===== config.mk =====
export PLATFORM = sky130hd
export DESIGN_NAME = fence_writeback
export DESIGN_NICKNAME = d
export VERILOG_FILES = /design/src/rtl/fence_wb_pkg.sv /design/src/rtl/fence_wb_regs.sv /design/src/rtl/fence_wb_ctrl.sv /design/src/rtl/fence_wb_cmp.sv /design/src/rtl/fence_writeback.sv
export SDC_FILE = /design/constraint.sdc
export NUM_CORES = 1
export LEC_CHECK = 0
export ABC_AREA = 0
export BUFFER_PORTS_ARGS = -buffer_cell sky130_fd_sc_hd__buf_2
export CORE_ASPECT_RATIO = 2
export CORE_MARGIN = 3
export CORE_UTILIZATION = 51
export CTS_CLUSTER_SIZE = 8
export DETAILED_ROUTE_END_ITERATION = 8
export PLACE_DENSITY = 0.86
export REMOVE_ABC_BUFFERS = 1
export SKIP_LAST_GASP = 1
export SYNTH_ARGS = -nofsm -noshare
export SYNTH_HDL_FRONTEND = slang
export SYNTH_SLANG_ARGS = --single-unit

===== constraint.sdc =====
create_clock -name clk_i -period 2.6 [get_ports clk_i]
set_input_delay 0.13 -clock clk_i [delete_from_list [all_inputs] [get_ports clk_i]]
set_output_delay 0.13 -clock clk_i [all_outputs]
set_load 0.01 [all_outputs]

===== src/rtl/fence_wb_pkg.sv =====
package fence_wb_pkg;

    // Mode field of the control word (bits 1:0)
    typedef enum logic [1:0] {
        QM_WRITE      = 2'd0,
        QM_SYNC       = 2'd1,
        QM_WRITE_ALT2 = 2'd2,
        QM_WRITE_ALT3 = 2'd3
    } qmode_e;

    typedef enum logic {
        ST_IDLE  = 1'b0,
        ST_ISSUE = 1'b1
    } wb_state_e;

    // Register slots relative to the base method index; order is fixed
    localparam int unsigned NUM_SLOTS = 4;
    localparam int unsigned SLOT_ADDR_HI = 0;
    localparam int unsigned SLOT_ADDR_LO = 1;
    localparam int unsigned SLOT_SEQ     = 2;
    localparam int unsigned SLOT_CTRL    = 3;

    function automatic logic mode_writes(qmode_e m);
        return m != QM_SYNC;
    endfunction

endpackage


===== src/rtl/fence_wb_regs.sv =====
module fence_wb_regs
    import fence_wb_pkg::*;
#(
    parameter int unsigned IDX_W    = 13,
    parameter int unsigned DATA_W   = 32,
    parameter int unsigned BASE_IDX = 'h6C0
) (
    input  logic              clk_i,
    input  logic              rst_ni,
    input  logic              wr_en_i,
    input  logic [IDX_W-1:0]  idx_i,
    input  logic [DATA_W-1:0] data_i,
    output logic [DATA_W-1:0] addr_hi_o,
    output logic [DATA_W-1:0] addr_lo_o,
    output logic [DATA_W-1:0] seq_o,
    output logic              ctrl_hit_o,
    output logic [1:0]        ctrl_mode_o
);

    typedef struct packed {
        logic [DATA_W-1:0] hi;
        logic [DATA_W-1:0] lo;
        logic [DATA_W-1:0] seq;
    } regs_t;

    regs_t regs_d, regs_q;
    logic [NUM_SLOTS-1:0] slot_hit;

    // One decoder per slot
    for (genvar s = 0; s < NUM_SLOTS; s++) begin : g_slot
        assign slot_hit[s] = wr_en_i && (idx_i == IDX_W'(BASE_IDX + s));
    end

    always_comb begin
        regs_d = regs_q;
        if (slot_hit[SLOT_ADDR_HI]) regs_d.hi  = data_i;
        if (slot_hit[SLOT_ADDR_LO]) regs_d.lo  = data_i;
        if (slot_hit[SLOT_SEQ])     regs_d.seq = data_i;
    end

    always_ff @(posedge clk_i) begin
        if (!rst_ni) regs_q <= '0;
        else         regs_q <= regs_d;
    end

    assign addr_hi_o   = regs_q.hi;
    assign addr_lo_o   = regs_q.lo;
    assign seq_o       = regs_q.seq;
    assign ctrl_hit_o  = slot_hit[SLOT_CTRL];
    assign ctrl_mode_o = data_i[1:0];

endmodule


===== src/rtl/fence_wb_ctrl.sv =====
module fence_wb_ctrl
    import fence_wb_pkg::*;
#(
    parameter int unsigned ALIGN_BITS = 2
) (
    input  logic                  clk_i,
    input  logic                  rst_ni,
    input  logic                  ctrl_hit_i,
    input  logic [1:0]            ctrl_mode_i,
    input  logic [ALIGN_BITS-1:0] addr_lsb_i,
    input  logic                  wr_ready_i,
    output logic                  busy_o,
    output logic                  wr_valid_o,
    output logic                  err_o,
    output logic                  ack_o
);

    typedef struct packed {
        wb_state_e state;
        logic      err;
    } ctrl_t;

    ctrl_t ctrl_d, ctrl_q;
    logic  ack;

    always_comb begin
        ctrl_d = ctrl_q;
        ack    = 1'b0;
        unique case (ctrl_q.state)
            ST_IDLE: begin
                if (ctrl_hit_i && mode_writes(qmode_e'(ctrl_mode_i))) begin
                    if (|addr_lsb_i) begin
                        ctrl_d.err = 1'b1;
                    end else begin
                        ctrl_d.err   = 1'b0;
                        ctrl_d.state = ST_ISSUE;
                    end
                end
            end
            ST_ISSUE: begin
                if (wr_ready_i) begin
                    ctrl_d.state = ST_IDLE;
                    ack          = 1'b1;
                end
            end
            default: ctrl_d.state = ST_IDLE;
        endcase
    end

    always_ff @(posedge clk_i) begin
        if (!rst_ni) ctrl_q <= '{state: ST_IDLE, err: 1'b0};
        else         ctrl_q <= ctrl_d;
    end

    assign busy_o     = (ctrl_q.state == ST_ISSUE);
    assign wr_valid_o = (ctrl_q.state == ST_ISSUE);
    assign err_o      = ctrl_q.err;
    assign ack_o      = ack;

endmodule


===== src/rtl/fence_wb_cmp.sv =====
module fence_wb_cmp #(
    parameter int unsigned DATA_W = 32
) (
    input  logic              clk_i,
    input  logic              rst_ni,
    input  logic              ack_i,
    input  logic [DATA_W-1:0] seq_i,
    input  logic [DATA_W-1:0] poll_i,
    output logic              done_o
);

    typedef struct packed {
        logic [DATA_W-1:0] last;
    } cmp_t;

    cmp_t cmp_d, cmp_q;

    always_comb begin
        cmp_d = cmp_q;
        if (ack_i) cmp_d.last = seq_i;
    end

    always_ff @(posedge clk_i) begin
        if (!rst_ni) cmp_q <= '0;
        else         cmp_q <= cmp_d;
    end

    // Unsigned: sequence numbers only grow
    assign done_o = (poll_i >= cmp_q.last);

endmodule


===== src/rtl/fence_writeback.sv =====
module fence_writeback
    import fence_wb_pkg::*;
#(
    parameter int unsigned IDX_W      = 13,
    parameter int unsigned DATA_W     = 32,
    parameter int unsigned BASE_IDX   = 'h6C0,
    parameter int unsigned ALIGN_BITS = 2,
    localparam int unsigned ADDR_W    = 2 * DATA_W
) (
    input  logic              clk_i,
    input  logic              rst_ni,
    input  logic              meth_valid_i,
    output logic              meth_ready_o,
    input  logic [IDX_W-1:0]  meth_idx_i,
    input  logic [DATA_W-1:0] meth_data_i,
    output logic              wr_valid_o,
    input  logic              wr_ready_i,
    output logic [ADDR_W-1:0] wr_addr_o,
    output logic [DATA_W-1:0] wr_data_o,
    output logic              err_o,
    input  logic [DATA_W-1:0] poll_value_i,
    output logic              fence_done_o
);

    logic              accept;
    logic              busy;
    logic              ctrl_hit;
    logic [1:0]        ctrl_mode;
    logic              ack;
    logic [DATA_W-1:0] addr_hi, addr_lo, seq;

    assign meth_ready_o = !busy;
    assign accept       = meth_valid_i && meth_ready_o;

    fence_wb_regs #(
        .IDX_W   (IDX_W),
        .DATA_W  (DATA_W),
        .BASE_IDX(BASE_IDX)
    ) u_regs (
        .clk_i      (clk_i),
        .rst_ni     (rst_ni),
        .wr_en_i    (accept),
        .idx_i      (meth_idx_i),
        .data_i     (meth_data_i),
        .addr_hi_o  (addr_hi),
        .addr_lo_o  (addr_lo),
        .seq_o      (seq),
        .ctrl_hit_o (ctrl_hit),
        .ctrl_mode_o(ctrl_mode)
    );

    fence_wb_ctrl #(
        .ALIGN_BITS(ALIGN_BITS)
    ) u_ctrl (
        .clk_i      (clk_i),
        .rst_ni     (rst_ni),
        .ctrl_hit_i (ctrl_hit),
        .ctrl_mode_i(ctrl_mode),
        .addr_lsb_i (addr_lo[ALIGN_BITS-1:0]),
        .wr_ready_i (wr_ready_i),
        .busy_o     (busy),
        .wr_valid_o (wr_valid_o),
        .err_o      (err_o),
        .ack_o      (ack)
    );

    fence_wb_cmp #(
        .DATA_W(DATA_W)
    ) u_cmp (
        .clk_i (clk_i),
        .rst_ni(rst_ni),
        .ack_i (ack),
        .seq_i (seq),
        .poll_i(poll_value_i),
        .done_o(fence_done_o)
    );

    // Registers cannot change while busy, so the payload is read directly
    assign wr_addr_o = {addr_hi, addr_lo};
    assign wr_data_o = seq;

endmodule


### Yosys cells after proc, flatten, opt, wreduce, memory -nomap -nowiden

Cells that the tools add are included.
W data, S select, Z words.

* magnitude comparators: 1
* eq/ne operators: 5
* mux-type cells: 7
* bitwise logic cells: 1
* reductions and logical operators: 9

Operators by type and width (count)
* $eq A13 B11 Y1 const B: 4
* $ge A32 B32 Y1: 1
* $logic_and A1 B1 Y1: 6
* $mux W1: 5
* $mux W2: 1
* $ne A2 B1 Y1 const B: 1
* $pmux W1 S2: 1
* $reduce_and A2 Y1: 1
* $reduce_or A2 Y1: 1
* $logic_not A1 Y1: 1
* $not A1 Y1: 1

* register bits: 130
* input bits: 81
* output and inout port bits: 100
* logic and storage cells: 29

### Depth between registers and ports, before layout

Gate-level depths: netlist of run 1.

* depth after elaboration: 6
* depth in mapped cells: 7
* gate-level depth less buffers: 7

### Modules after synthesis

From an unflattened synthesis of run 1, not the netlist that was laid out.

* cells, all modules: 584
* area, all modules: 5675.4 um^2

By module, submodules not included
* fence_wb_regs: times used 1, cells an instance 358, area each 3567.2 um^2, seq. area each 1921.8 um^2
* fence_wb_cmp: times used 1, cells an instance 211, area each 1990.7 um^2, seq. area each 640.6 um^2
* fence_wb_ctrl: times used 1, cells an instance 13, area each 107.6 um^2, seq. area each 40.0 um^2
* fence_writeback: times used 1, cells an instance 2, area each 10.0 um^2, seq. area each 0.0 um^2

### Least setup slack after synthesis of run 1

No wires, ideal clock.

* path type: input to register
* from: input meth_idx_i[3]
* to: register u_regs.regs_q[86], in the netlist u_regs.addr_hi_o[22]
* library setup time: 0.116 ns
* data arrival time: 1.861 ns
* required time: 2.484 ns
* path slack: 0.622 ns
* stages: 7
* buffers on the path: 2
* cell sequence: or4_4 > or4_4 > or3_1 > buf_2 > buf_6 > nand2_1 > a21boi_1

* word-level cells in the longest chain between the ends: 2

Ends and longest elaborated chain
* start: declaration: RTL line fence_writeback.sv:14 `input logic [IDX_W-1:0] meth_idx_i,`
* $eq A13 B11 Y1: RTL line fence_wb_regs.sv:31 `assign slot_hit[s] = wr_en_i && (idx_i == IDX_W'(BASE_IDX + s));`
* $logic_and A1 B1 Y1: RTL line fence_wb_regs.sv:31
* end signal: assignment: RTL line fence_wb_regs.sv:43 `else regs_q <= regs_d;`
* end: declaration: RTL line fence_wb_regs.sv:26 `regs_t regs_d, regs_q;`

Every way passes these cells.
A chain may end at the register's enable or synchronous reset.

### Worst setup path after layout of run 1

* from: register u_cmp.cmp_q[17] (netlist name)
* to: output fence_done_o

* word-level cells in the longest chain between the ends: 1

Ends and longest elaborated chain
* start: declaration: RTL line fence_wb_cmp.sv:16 `cmp_t cmp_d, cmp_q;`
* start signal: assignment: RTL line fence_wb_cmp.sv:25 `else cmp_q <= cmp_d;`
* $ge A32 B32 Y1: RTL line fence_wb_cmp.sv:29 `assign done_o = (poll_i >= cmp_q.last);`
* end: declaration: RTL line fence_writeback.sv:22 `output logic fence_done_o`

Every way passes these cells.

==> impl_results.md, run 1 <==
- Type of the setup path with the least slack: flip-flop to output pin
- Final wirelength: 15.4 mm
- Maximum buffer depth of the clock tree: 2
- Flip-flop and latch area: between 2000 and 3000 sq um
- Num CTS Buffers: 17
- Core outline area: 10900 sq um
- Die boundary width: 80.7 um
- I/O pin count: 181
- Full die area: about 13000 sq um
- Final core occ: 68.8%
- Unrepaired setup endpoints after global routing: no
- VDD IR max: approximately 0.50 mV
- Flip-flop and latch count after synthesis: 130
- Overall track demand over capacity in global routing: 25.2%
- TritonCTS clock tree: built
- Total DRC errors in the routed layout: 0
- Routability cong.: 0.823
- Maxcap violations: 0
- Final critical-path required period: 2.40 ns
- Final critical-path share of the clock period: 92.4%
- Buffers added on ports: 180
- Area occupied by multi-input gates: around 2800 sq um
- Placed cell count: 978
- R2r worst-path depth: 6
- Count of standard-cell rows: 54
- Die Height: 155 um
- Yosys warns: 0
- Synth Instances: 690
- WP data arrival: 2.27 ns
- Pins over their slew limit: 0
- Starting utilization of the core area: between 50% and 60%
- Total standard cell area after synthesis: ~5700 sq um
- CP cell instances: inv_1, ha_1, a21oi_1, o21ai_0, a221o_1, a2111oi_2, o21ai_1, buf_2
- Source of the worst hold timing path: meth_data_i[17]
- Net count of the finished layout: 997
- Sequential element share of the synthesized area: 45.7%
- Setup slack at placement: approximately 0.38 ns
- Detailed Route Iter0 Violations: 249
- Total congestion overflow after global routing: 0
- Number of filler instances in the final layout: roughly 900
- Largest net degree at the start of global routing: 131
- Fraction of layout cells with a size suffix above 1: roughly 25%
- Total Negative Setup Slacks: 0 ns
- Area growth from synthesis to final layout: 31.5%
- Number of detailed-route iterations in the first pass: 4
- Run status: finished clean
- HPWL after DPL: 10.5 mm
- Clk pin slew, worst setup/hold paths: 0.05 ns
- # Post-CTS Setup Buffers: 0
- Worst clock skew: 0.00657 ns
- Critical-path top delay cell: a221o_1
- Global-route wire length before repair: 24.9 mm
- Number of vias per cell: 5.11
- Final Hold Slack: 0.0154 ns
- Number of distinct library cell variants in the gate-level netlist after synthesis: 34
- Worst Hold Path Cells: 3
- Final Worst Setup Slack: 0.199 ns
- Top achievable clock speed: 0.416 GHz
- Worst reg2reg endpoint: u_regs.addr_hi_o[26]
- Number of global-route vias before repair: 5364
- Clock latency on the worst-skew pair: 0.40 ns
- Final setup violation count: 0
- Min-Delay Endpoint: u_regs.addr_hi_o[17]
- Worst setup SP type: flip-flop
- Antenna diode count: 0
- Highest fanout seen on the critical path: 2
- Leakage: 3.09 nW
- CP max stage delay: 0.38 ns
- H-tree lvl count: 4
- Tightest slew margin relative to the limit: just over 70%
- Cell Pwr Density: 580 nW/um^2
- DRT antenna net count: 0
- WL/cell: 14.8 um
- Reg-to-Reg Start: u_ctrl.busy_o
- Sink Count: 130
- Average instance area after synthesis: 8.25 sq um
- Final count of hold timing violations: 0
- Hold crit path type: input port to flip-flop
- Number of antenna violations at the first check in global routing: 0
- Type of element capturing the critical path: output pin
- Clk root buf: clkbuf_16
- FF-to-FF setup slack: roughly 0.58 ns
- Transition time at the pin with the least slew margin: 0.437 ns
- Number of vias after detailed routing: 5300
- Data required, critical path: 2.47 ns
- Final instance count without filler cells: 1037
==> how the worst max path moves through the flow <==
stage	from	to	slack (ns)	depth (start not counted)
final	u_cmp.cmp_q[17]	fence_done_o	0.20	8
after global routing	u_cmp.cmp_q[19]	fence_done_o	0.03	8
after CTS	u_cmp.cmp_q[19]	fence_done_o	0.08	8
after detailed placement	meth_idx_i[3]	u_regs.addr_hi_o[31]	0.38	7
after global placement	meth_idx_i[3]	u_regs.seq_o[0]	0.42	7
after floorplan	meth_idx_i[3]	u_regs.addr_hi_o[0]	0.15	5
==> worst max-delay path, delay by kind of cell (launching register included) <==
kind | cells | cell delay [ns]
buffers and inverters | 2 | 0.19
adders and majority gates | 1 | 0.28
AOI/OAI and AO/OA | 5 | 1.08
DFF | 1 | 0.33
==> per-stage QoR <==
step                      instance area [sq um]  power [mW]
after floorplan                            5480        2.11
after global placement                     6680        2.24
after detailed placement                   6680        2.24
after CTS                                  7480        4.38
after global routing                       7490        4.50
final                                      7490        4.34
==> layer usage <==
metal	vias up	share of wire, %	GRT usage, %
met5	-	0	0
met4	0	5.0	14.6
met3	59	4.7	6.03
met2	194	51	41.9
met1	2411	39	28.9
li1	2636	-	-
==> layout by cell type, fill, tap and decap left out, types with 2 or more instances in the layout <==
cell           netlist  layout
nand2_1            264     264
buf_2               11     180
dfxtp_1            130     130
a21boi_0            68      68
a21boi_1            60      60
inv_1               35      35
ha_1                32      32
dlygate4sd3_1        0      27
clkbuf_16            0      17
a21oi_1             10      10
buf_4                0       7
clkinv_2             0       6
nand3_1              5       5
nand4_1              4       4
nor2_1               4       4
clkinvlp_4           0       4
nand2b_1             3       3
a21o_1               3       3
o21ai_0              4       3
nor4_1               3       3
clkbuf_8             0       3
buf_12               0       3
o21a_1               2       2
o211a_1              2       2
or4_4                2       2
or3_1                2       2
nor3_4               0       2
clkbuf_1            25       2
==> synth_stat cells <==
cell / n / area share (%)
a221oi_1: 1 / 0.15
o21a_1: 2 / 0.26
dfxtp_1: 130 / 46
inv_1: 35 / 2.3
or4bb_1: 1 / 0.20
or3_1: 2 / 0.22
a21oi_1: 10 / 0.88
nor2_1: 4 / 0.26
buf_2: 11 / 0.97
nor2b_1: 1 / 0.11
nand2b_1: 3 / 0.33
ha_1: 32 / 7.0
buf_6: 6 / 1.2
nor3b_1: 1 / 0.13
and3_1: 1 / 0.11
a221o_1: 1 / 0.18
nand2_1: 264 / 17
and4_1: 1 / 0.15
clkbuf_1: 25 / 1.6
nor3_2: 2 / 0.35
nor3_1: 1 / 0.088
o21ai_0: 4 / 0.35
nand3_1: 5 / 0.44
and2_1: 1 / 0.11
or4_4: 2 / 0.40
a2111oi_0: 2 / 0.31
nor4_1: 3 / 0.33
o2111ai_1: 1 / 0.15
o211a_1: 2 / 0.35
a21boi_0: 68 / 9.0
nand3b_1: 1 / 0.13
a21o_1: 3 / 0.40
a21boi_1: 60 / 7.9
nand4_1: 4 / 0.44
==> where the power goes <==
| part | internal [mW] | leakage (nW) | switching (mW) | total, mW |
|---|---|---|---|---|
| logic | 0.132 | 1.79 | 0.106 | 0.238 |
| clock network | 1.28 | 0.257 | 0.830 | 2.11 |
| registers | 1.99 | 1.05 | 0.0000532 | 1.99 |
| total | 3.41 | 3.09 | 0.937 | 4.34 |
==> cells by family after synthesis <==
group / Yosys count / synth area share [%]
flip-flops: 130 / 45.7
buffers and inverters: 77 / 6.11
AND/OR/NAND/NOR: 297 / 21.2
adder cells (fa/ha/maj): 32 / 7.03
AO/OA/AOI/OAI: 154 / 19.9
==> cell type report <==
type                       count  share of cell area [%]
multi-input combinational    483                    36.9
sequential                   130                    34.8
timing repair buffer         217                    17.1
clock buffer                  22                    6.33
tap                          140                    2.34
inverter                      35                    1.75
clock inverter                10                   0.802
==> flip-flops by register name, summed over array words and instances (netlist names) <==
name	flops
u_cmp.cmp_q	32
u_ctrl.busy_o	1
u_ctrl.err_o	1
u_regs.addr_hi_o	32
u_regs.addr_lo_o	32
u_regs.seq_o	32
==> what timing repair did <==
action                                  in CTS  in global routing
endpoints found under the setup margin       0                  1
hold buffers                                27                  0
hold endpoints to repair                    52                  0
gates resized for setup                      0                  3
(Power assumes the default switching activity.)
==> inputs of run 2 (changes only) <==
- CORE_MARGIN: 3 -> 2
- CORE_UTILIZATION: 51 -> 40
- CTS_BUF_LIST: unset -> sky130_fd_sc_hd__clkbuf_2
- PLACE_DENSITY: 0.86 -> 0.71
==> run 2 against run 1 <==
Effect of this change:
- power is 8.9% lower
- cell count increased by 7.7%
- clock-buffer cell count fell by 4
- non-clock buffer count is 30 higher
- maximum frequency down 6.9%
- register-to-register slack got worse by 0.49 ns
- combinational power rose by 14%
- global-route usage fell by 3.2 points
- routed wire length increased by 6.1%
- highest routed layer unchanged
- critical path depth fell by 1
==> impl_results.md, run 2 (synthesized netlist as in run 1, its figures left out) <==
- Most common cell after layout, fill and taps aside: nand2_1
- Routability cong.: around 0.86
- Largest net degree at the start of global routing: 73
- Number of filler instances in the final layout: 1317
- Power Total: 3.96 mW
- Unrepaired setup endpoints after global routing: yes
- FF-to-FF setup slack: 0.09 ns
- Data required, critical path: 2.47 ns
- Count of standard-cell rows: 61
- WP data arrival: 2.45 ns
- Number of vias after detailed routing: ~5400
- Overall track demand over capacity in global routing: roughly 22%
- Full die area: 15300 sq um
- Leakage: 3.15 nW
- Net count of the finished layout: 1027
- Final wirelength: ~16 mm
- Run status: finished clean
- Placed cell count: 1032
- Setup slack at placement: 0.404 ns
- Worst clock skew: 0.0276 ns
- Maximum buffer depth of the clock tree: 2
- Number of global-route vias before repair: 5375
- DRT antenna net count: 0
- Detailed Route Iter0 Violations: ~180
- Worst setup SP type: flip-flop
- VDD IR max: approximately 0.43 mV
- Type of element capturing the critical path: output pin
- Top achievable clock speed: 0.388 GHz
- Placed Instance Area: about 6800 sq um
- H-tree lvl count: 4
- Final Worst Setup Slack: about 0.02 ns
- Reg-to-Reg Start: u_ctrl.busy_o
- Buffers added on ports: 180
- Maxcap violations: 0
- Post-route standard cell area excluding fillers: 7750 sq um
- TritonCTS clock tree: built
- Highest fanout seen on the critical path: 3
- Total congestion overflow after global routing: 0
- Total Negative Setup Slacks: 0 ns
- Clk root buf: clkbuf_2
- Starting utilization of the core area: 41.0%
- Global-route wire length before repair: roughly 26 mm
- Final setup violation count: 0
- Sink Count: 130
- Final count of hold timing violations: 0
- Type of the setup path with the least slack: flip-flop to output pin
- Final critical-path share of the clock period: 99.2%
- Core outline area: 13900 sq um
- Final critical-path required period: roughly 2.6 ns
- Tightest slew margin relative to the limit: 54.3%
- Hold crit path type: input port to flip-flop
- Die Height: 173 um
- Worst reg2reg endpoint: u_regs.addr_hi_o[23]
- Final instance count without filler cells: 1117
- Transition time at the pin with the least slew margin: about 0.7 ns
- Area occupied by multi-input gates: roughly 2900 sq um
- Total DRC errors in the routed layout: 0
- Fraction of layout cells with a size suffix above 1: 27.5%
- Min-Delay Endpoint: u_regs.addr_hi_o[5]
- Worst Hold Path Cells: 7
- Clock latency on the worst-skew pair: 0.66 ns
- Clk pin slew, worst setup/hold paths: 0.20 ns
- Flip-flop and latch area: 2610 sq um
- I/O pin count: 181
- Area growth from synthesis to final layout: 36.2%
- Number of vias per cell: approximately 4.8
- Num CTS Buffers: 17
- Source of the worst hold timing path: meth_idx_i[3]
- Pins over their slew limit: 0
- Die boundary width: slightly below 90 um
- WL/cell: about 15 um
- Number of antenna violations at the first check in global routing: 1
- HPWL after DPL: 11.3 mm
- R2r worst-path depth: 7
- Cell Pwr Density: 510 nW/um^2
- Number of detailed-route iterations in the first pass: 4
- Highest-count cells in the layout ignoring fill and taps: 264 x nand2_1, 179 x buf_2, 124 x dfxtp_1, 68 x a21boi_0, 60 x a21boi_1
[run 2: changes by cell type in the layout (fill, tap and decap cells not counted), moves of 6 or more]
cell	before	now
dlygate4sd3_1	27	49
buf_4	7	17
clkbuf_16	17	0
ha_4	0	6
clkbuf_2	0	18
ha_1	32	26
bufinv_16	0	7
dfxtp_2	0	6
dfxtp_1	130	124
[run 2: where the power goes]
| part | internal, mW | total, mW | switching [mW] |
|---|---|---|---|
| clock network | 0.923 | 1.69 | 0.766 |
| registers | 2.00 | 2.00 | 0.0000561 |
| logic | 0.153 | 0.271 | 0.118 |
| total | 3.07 | 3.96 | 0.884 |
[run 2: final cells by class]
cell class,instances,share of cell area (%)
flip-flops and latches,130,33.7
clock buffers,18,1.16
diodes,1,0.0323
multi-input cells,483,37.0
well taps,189,3.05
clock inverters,14,3.36
repair buffers,247,20.0
inverters,35,1.69
[run 2: per-stage QoR]
step / hold WS (ns) / util [%]
5_1_grt: 0.0885 / 55.8
4_1_cts: 0.0931 / 55.6
2_1_floorplan: 0.263 / -
6_report: 0.183 / 55.8
3_5_place_dp: 0.403 / 48.7
3_3_place_gp: 0.398 / 48.7
[run 2: worst max path at each step]
stage                    start                   end
6_report       u_cmp.cmp_q[22]          fence_done_o
5_1_grt        u_cmp.cmp_q[19]          fence_done_o
4_1_cts        u_cmp.cmp_q[22]          fence_done_o
3_5_place_dp     meth_idx_i[3]  u_regs.addr_hi_o[31]
3_3_place_gp     meth_idx_i[3]  u_regs.addr_hi_o[31]
2_1_floorplan    meth_idx_i[3]   u_regs.addr_hi_o[0]
[run 2: worst max-delay path: stages (launching register included)]
cell	delay, ns
dfxtp_2	0.38
inv_2	0.04
ha_4	0.22
and4_1	0.21
a221o_1	0.38
a2111oi_4	0.29
o21ai_1	0.11
buf_2	0.15
[run 2: repair_timing]
item	4_1_cts	5_1_grt
endpoints found under the hold margin	130	0
pin swaps	9	0
setup endpoints to repair	1	2
hold buffers	49	0
gates resized for setup	24	3
setup buffers	3	0
[run 2: metal layers]
metal	up-vias	part of all wire (%)	wire (um)	track usage, %
met1	2456	40	6600	24.5
met4	0	4.0	655	10.5
met5	-	0	0	0
met2	158	52	8450	38.4
li1	2708	-	-	-
met3	34	3.8	626	5.06
==> inputs of run 3 (changes only) <==
- ABC_AREA: 0 -> 1
- CTS_BUF_LIST: sky130_fd_sc_hd__clkbuf_2 -> unset
- PLACE_DENSITY: 0.71 -> 0.7
==> run 3 against run 2 <==
Effect of this change:
- combinational power decreased by 10%
- largest cell class unchanged
- highest routed layer unchanged
- worst hold slack got worse by 0.17 ns
- critical path type unchanged
- via count is 2.1% higher
- sequential share of layout area is 1.5 points lower
- utilization down 4.2 points
==> impl_results.md, run 3 <==
- WL/cell: 12.5 um
- Top achievable clock speed: 0.506 GHz
- VDD IR max: about 0.42 mV
- Pins over their slew limit: 0
- Most heavily used metal layer in global routing: met2
- Average instance area after synthesis: 7.68 sq um
- Highest fanout seen on the critical path: 2
- Largest net degree at the start of global routing: 67
- Most common cell after layout, fill and taps aside: buf_2
- Top flip-flop cell by instance count after synthesis: dfxtp_1
- Final wirelength: 15.2 mm
- Tightest slew margin relative to the limit: 53.4%
- FF-to-FF setup slack: 0.73 ns
- Overall track demand over capacity in global routing: 18.7%
- Maxcap violations: 0
- Most common cell in the synthesized netlist: inv_1
- Number of synthesized flops with an enable pin: 0
- Critical path's top delay family: simple AND/OR/NAND/NOR gates
- Cell Pwr Density: 596 nW/um^2
- Clk pin slew, worst setup/hold paths: 0.06 ns
- Async set-reset flop share out of synthesis: 0%
- Dominant cell type by count on the critical path: nand2_1
- Number of global-route vias before repair: 5334
- Area share of the leading cell type in the synthesized netlist: roughly two fifths
- Flip-flop and latch count after synthesis: 130
- Clock latency on the worst-skew pair: between 0.4 and 0.5 ns
- Met3 Track Usage GR: 3.63%
- HPWL after DPL: 10.7 mm
- Die boundary width: about 93 um
- Final setup violation count: 0
- Num CTS Buffers: 17
- Power spent charging and discharging nets: 1.05 mW
- Total congestion overflow after global routing: 0
- Fraction of layout cells with a size suffix above 1: ~28%
- Worst setup SP type: flip-flop
- I/O pin count: 181
- CTS Hold Bufs: 11
- Number of distinct library cell variants in the gate-level netlist after synthesis: 25
- Worst Hold Path Cells: 3
- Routability cong.: 0.783
- Number of antenna violations at the first check in global routing: 1
- Largest cells by area after synthesis: dfxtp_1 41%, nor3b_2 11%, inv_1 10%
- Final critical-path share of the clock period: 76.0%
- Synth area leader: dfxtp_1
- Type of the setup path with the least slack: flip-flop to output pin
- Highest-count cells in the layout ignoring fill and taps: 180 x buf_2, 175 x inv_1, 139 x nand2_1, 130 x dfxtp_1, 111 x nor2_1
- Buffers added on ports: 180
- Worst reg2reg endpoint: u_regs.addr_hi_o[10]
- Number of buffers and inverters on the critical path: 3
- Area growth from synthesis to final layout: 27.5%
- Number of vias per cell: 4.48
- Most instantiated cells after synthesis: 175 x inv_1, 140 x nand2_1, 130 x dfxtp_1
- CP max stage delay: 0.31 ns
- # Post-CTS Setup Buffers: 0
- Power Internal: 3.78 mW
- Comb power frac: 5.0%
- Switching fraction of total power: 21.8%
- Final count of hold timing violations: 0
- Clk root buf: clkbuf_16
- Type of element capturing the critical path: output pin
- CP cell instances: inv_1, ha_1, nand2_1, inv_1, nand2_1, nor2_1, nor2_1, nand2_1, nand2_1, nand2_1, nand2_1, nand2_1, buf_2
- Critical-path top delay cell: dfxtp_1
- TritonCTS clock tree: built
- Maximum buffer depth of the clock tree: 2
- Total standard cell area after synthesis: 6360 sq um
- Synth Instances: 828
- Number of filler instances in the final layout: between 1500 and 2000
- Clock share of power: 53.7%
- Number of detailed-route iterations in the first pass: 4
- Final critical-path required period: 1.98 ns
- Starting utilization of the core area: 40.5%
- Met1 capacity usage during global routing: between 10% and 20%
- WP data arrival: about 1.9 ns
- Transition time at the pin with the least slew margin: 0.696 ns
- Source of the worst hold timing path: meth_data_i[29]
- Reg-to-Reg Start: u_ctrl.busy_o
- Core outline area: 15700 sq um
- Worst clock skew: 0.00653 ns
- DRT antenna net count: 0
- Sequential element share of the synthesized area: slightly above 40%
- Net count of the finished layout: 1119
- Count of standard-cell rows: 65
- Data required, critical path: 2.47 ns
- Resized Gates After CTS: 0
- GR met2 Demand/Resource: 36.1%
- Global-route wire length before repair: 24.9 mm
- Die Height: 182 um
- Full die area: 17000 sq um
- Leakage: 4.15 nW
- Run status: finished clean
- Share of power burned in registers: 41.2%
- Detailed Route Iter0 Violations: 151
- Crit path launch: u_cmp.cmp_q[7]
- Hold crit path type: input port to flip-flop
- Sink Count: 130
- Final core occ: 51.6%
- Min-Delay Endpoint: u_regs.addr_lo_o[29]
- H-tree lvl count: 4
- Total Negative Setup Slacks: 0 ns
- R2r worst-path depth: 7
- Number of vias after detailed routing: between 5000 and 6000
- Total DRC errors in the routed layout: 0
- Unrepaired setup endpoints after global routing: no
- Yosys warns: 0
## run 3: cell count changes after synthesis, moves of 40 or more
cell and delta:
o21ai_0 +53, a21boi_1 -60, nor3b_2 +56, nand2_1 -124, a21boi_0 -68, inv_1 +140, a21oi_1 +40, nor2_1 +107
## run 3: cell type report
type | count | area (sq um) | share of cell area, %
Multi-Input combinational cell | 482 | 2850 | 35.2
Sequential cell | 130 | 2600 | 32.1
Timing Repair Buffer | 197 | 1080 | 13.3
Inverter | 178 | 669 | 8.26
Clock buffer | 20 | 467 | 5.76
Tap cell | 201 | 251 | 3.10
Clock inverter | 12 | 180 | 2.22
Antenna cell | 1 | 2.50 | 0.0309
## run 3: power by group through the flow
stage	Clock [mW]	Sequential, mW	Combinational (mW)
after floorplan	0	2.04	0.104
after global placement	0	2.04	0.230
after detailed placement	0	2.04	0.233
after CTS	2.65	1.99	0.247
after global routing	2.73	1.99	0.277
final	2.60	1.99	0.243
## run 3: metrics by stage
stage               worst slack, ns  area (sq um)  power (mW)  hold slack, ns  instances
floorplan                     0.903          6120        2.14           0.252        790
global placement              0.717          7340        2.27           0.406       1177
detailed placement            0.689          7340        2.27           0.419       1177
CTS                           0.572          8100        4.89        0.000162       1220
global route                  0.448          8100        5.00          0.0190       1221
finish                        0.623          8100        4.83          0.0134       1221
## run 3: worst max-delay path by stage
| stage | endpoint | slack [ns] | cells past startpoint |
|---|---|---|---|
| floorplan | u_cmp.cmp_q[0] | 0.90 | 3 |
| global placement | u_regs.addr_lo_o[9] | 0.72 | 9 |
| detailed placement | u_regs.addr_lo_o[8] | 0.69 | 9 |
| CTS | fence_done_o | 0.57 | 13 |
| global route | fence_done_o | 0.45 | 13 |
| finish | fence_done_o | 0.62 | 13 |
## run 3: logic make-up (layout without fill, tap and decap cells)
group | Yosys count | in the layout | synth area share, %
buffers and inverters | 216 | 407 | 14.3
AOI/OAI and AO/OA | 120 | 120 | 9.53
adders and majority gates | 32 | 32 | 6.30
DFF | 130 | 130 | 40.9
other | 0 | 1 | 0
and+or+nand+nor | 330 | 330 | 28.9
## run 3: layer usage
layer / up-vias / part of all wire, %
li1: 2886 / -
met1: 2424 / 37
met2: 123 / 55
met3: 33 / 3.9
met4: 0 / 4.0
met5: - / 0
## run 3: worst reg2reg max path: stages (launching register included)
cell and delay (ns):
dfxtp_1 0.33, inv_2 0.08, nand2_1 0.05, nor2_1 0.28
nand3_4 0.38, buf_4 0.40, nor2_1 0.16, nor3b_2 0.06
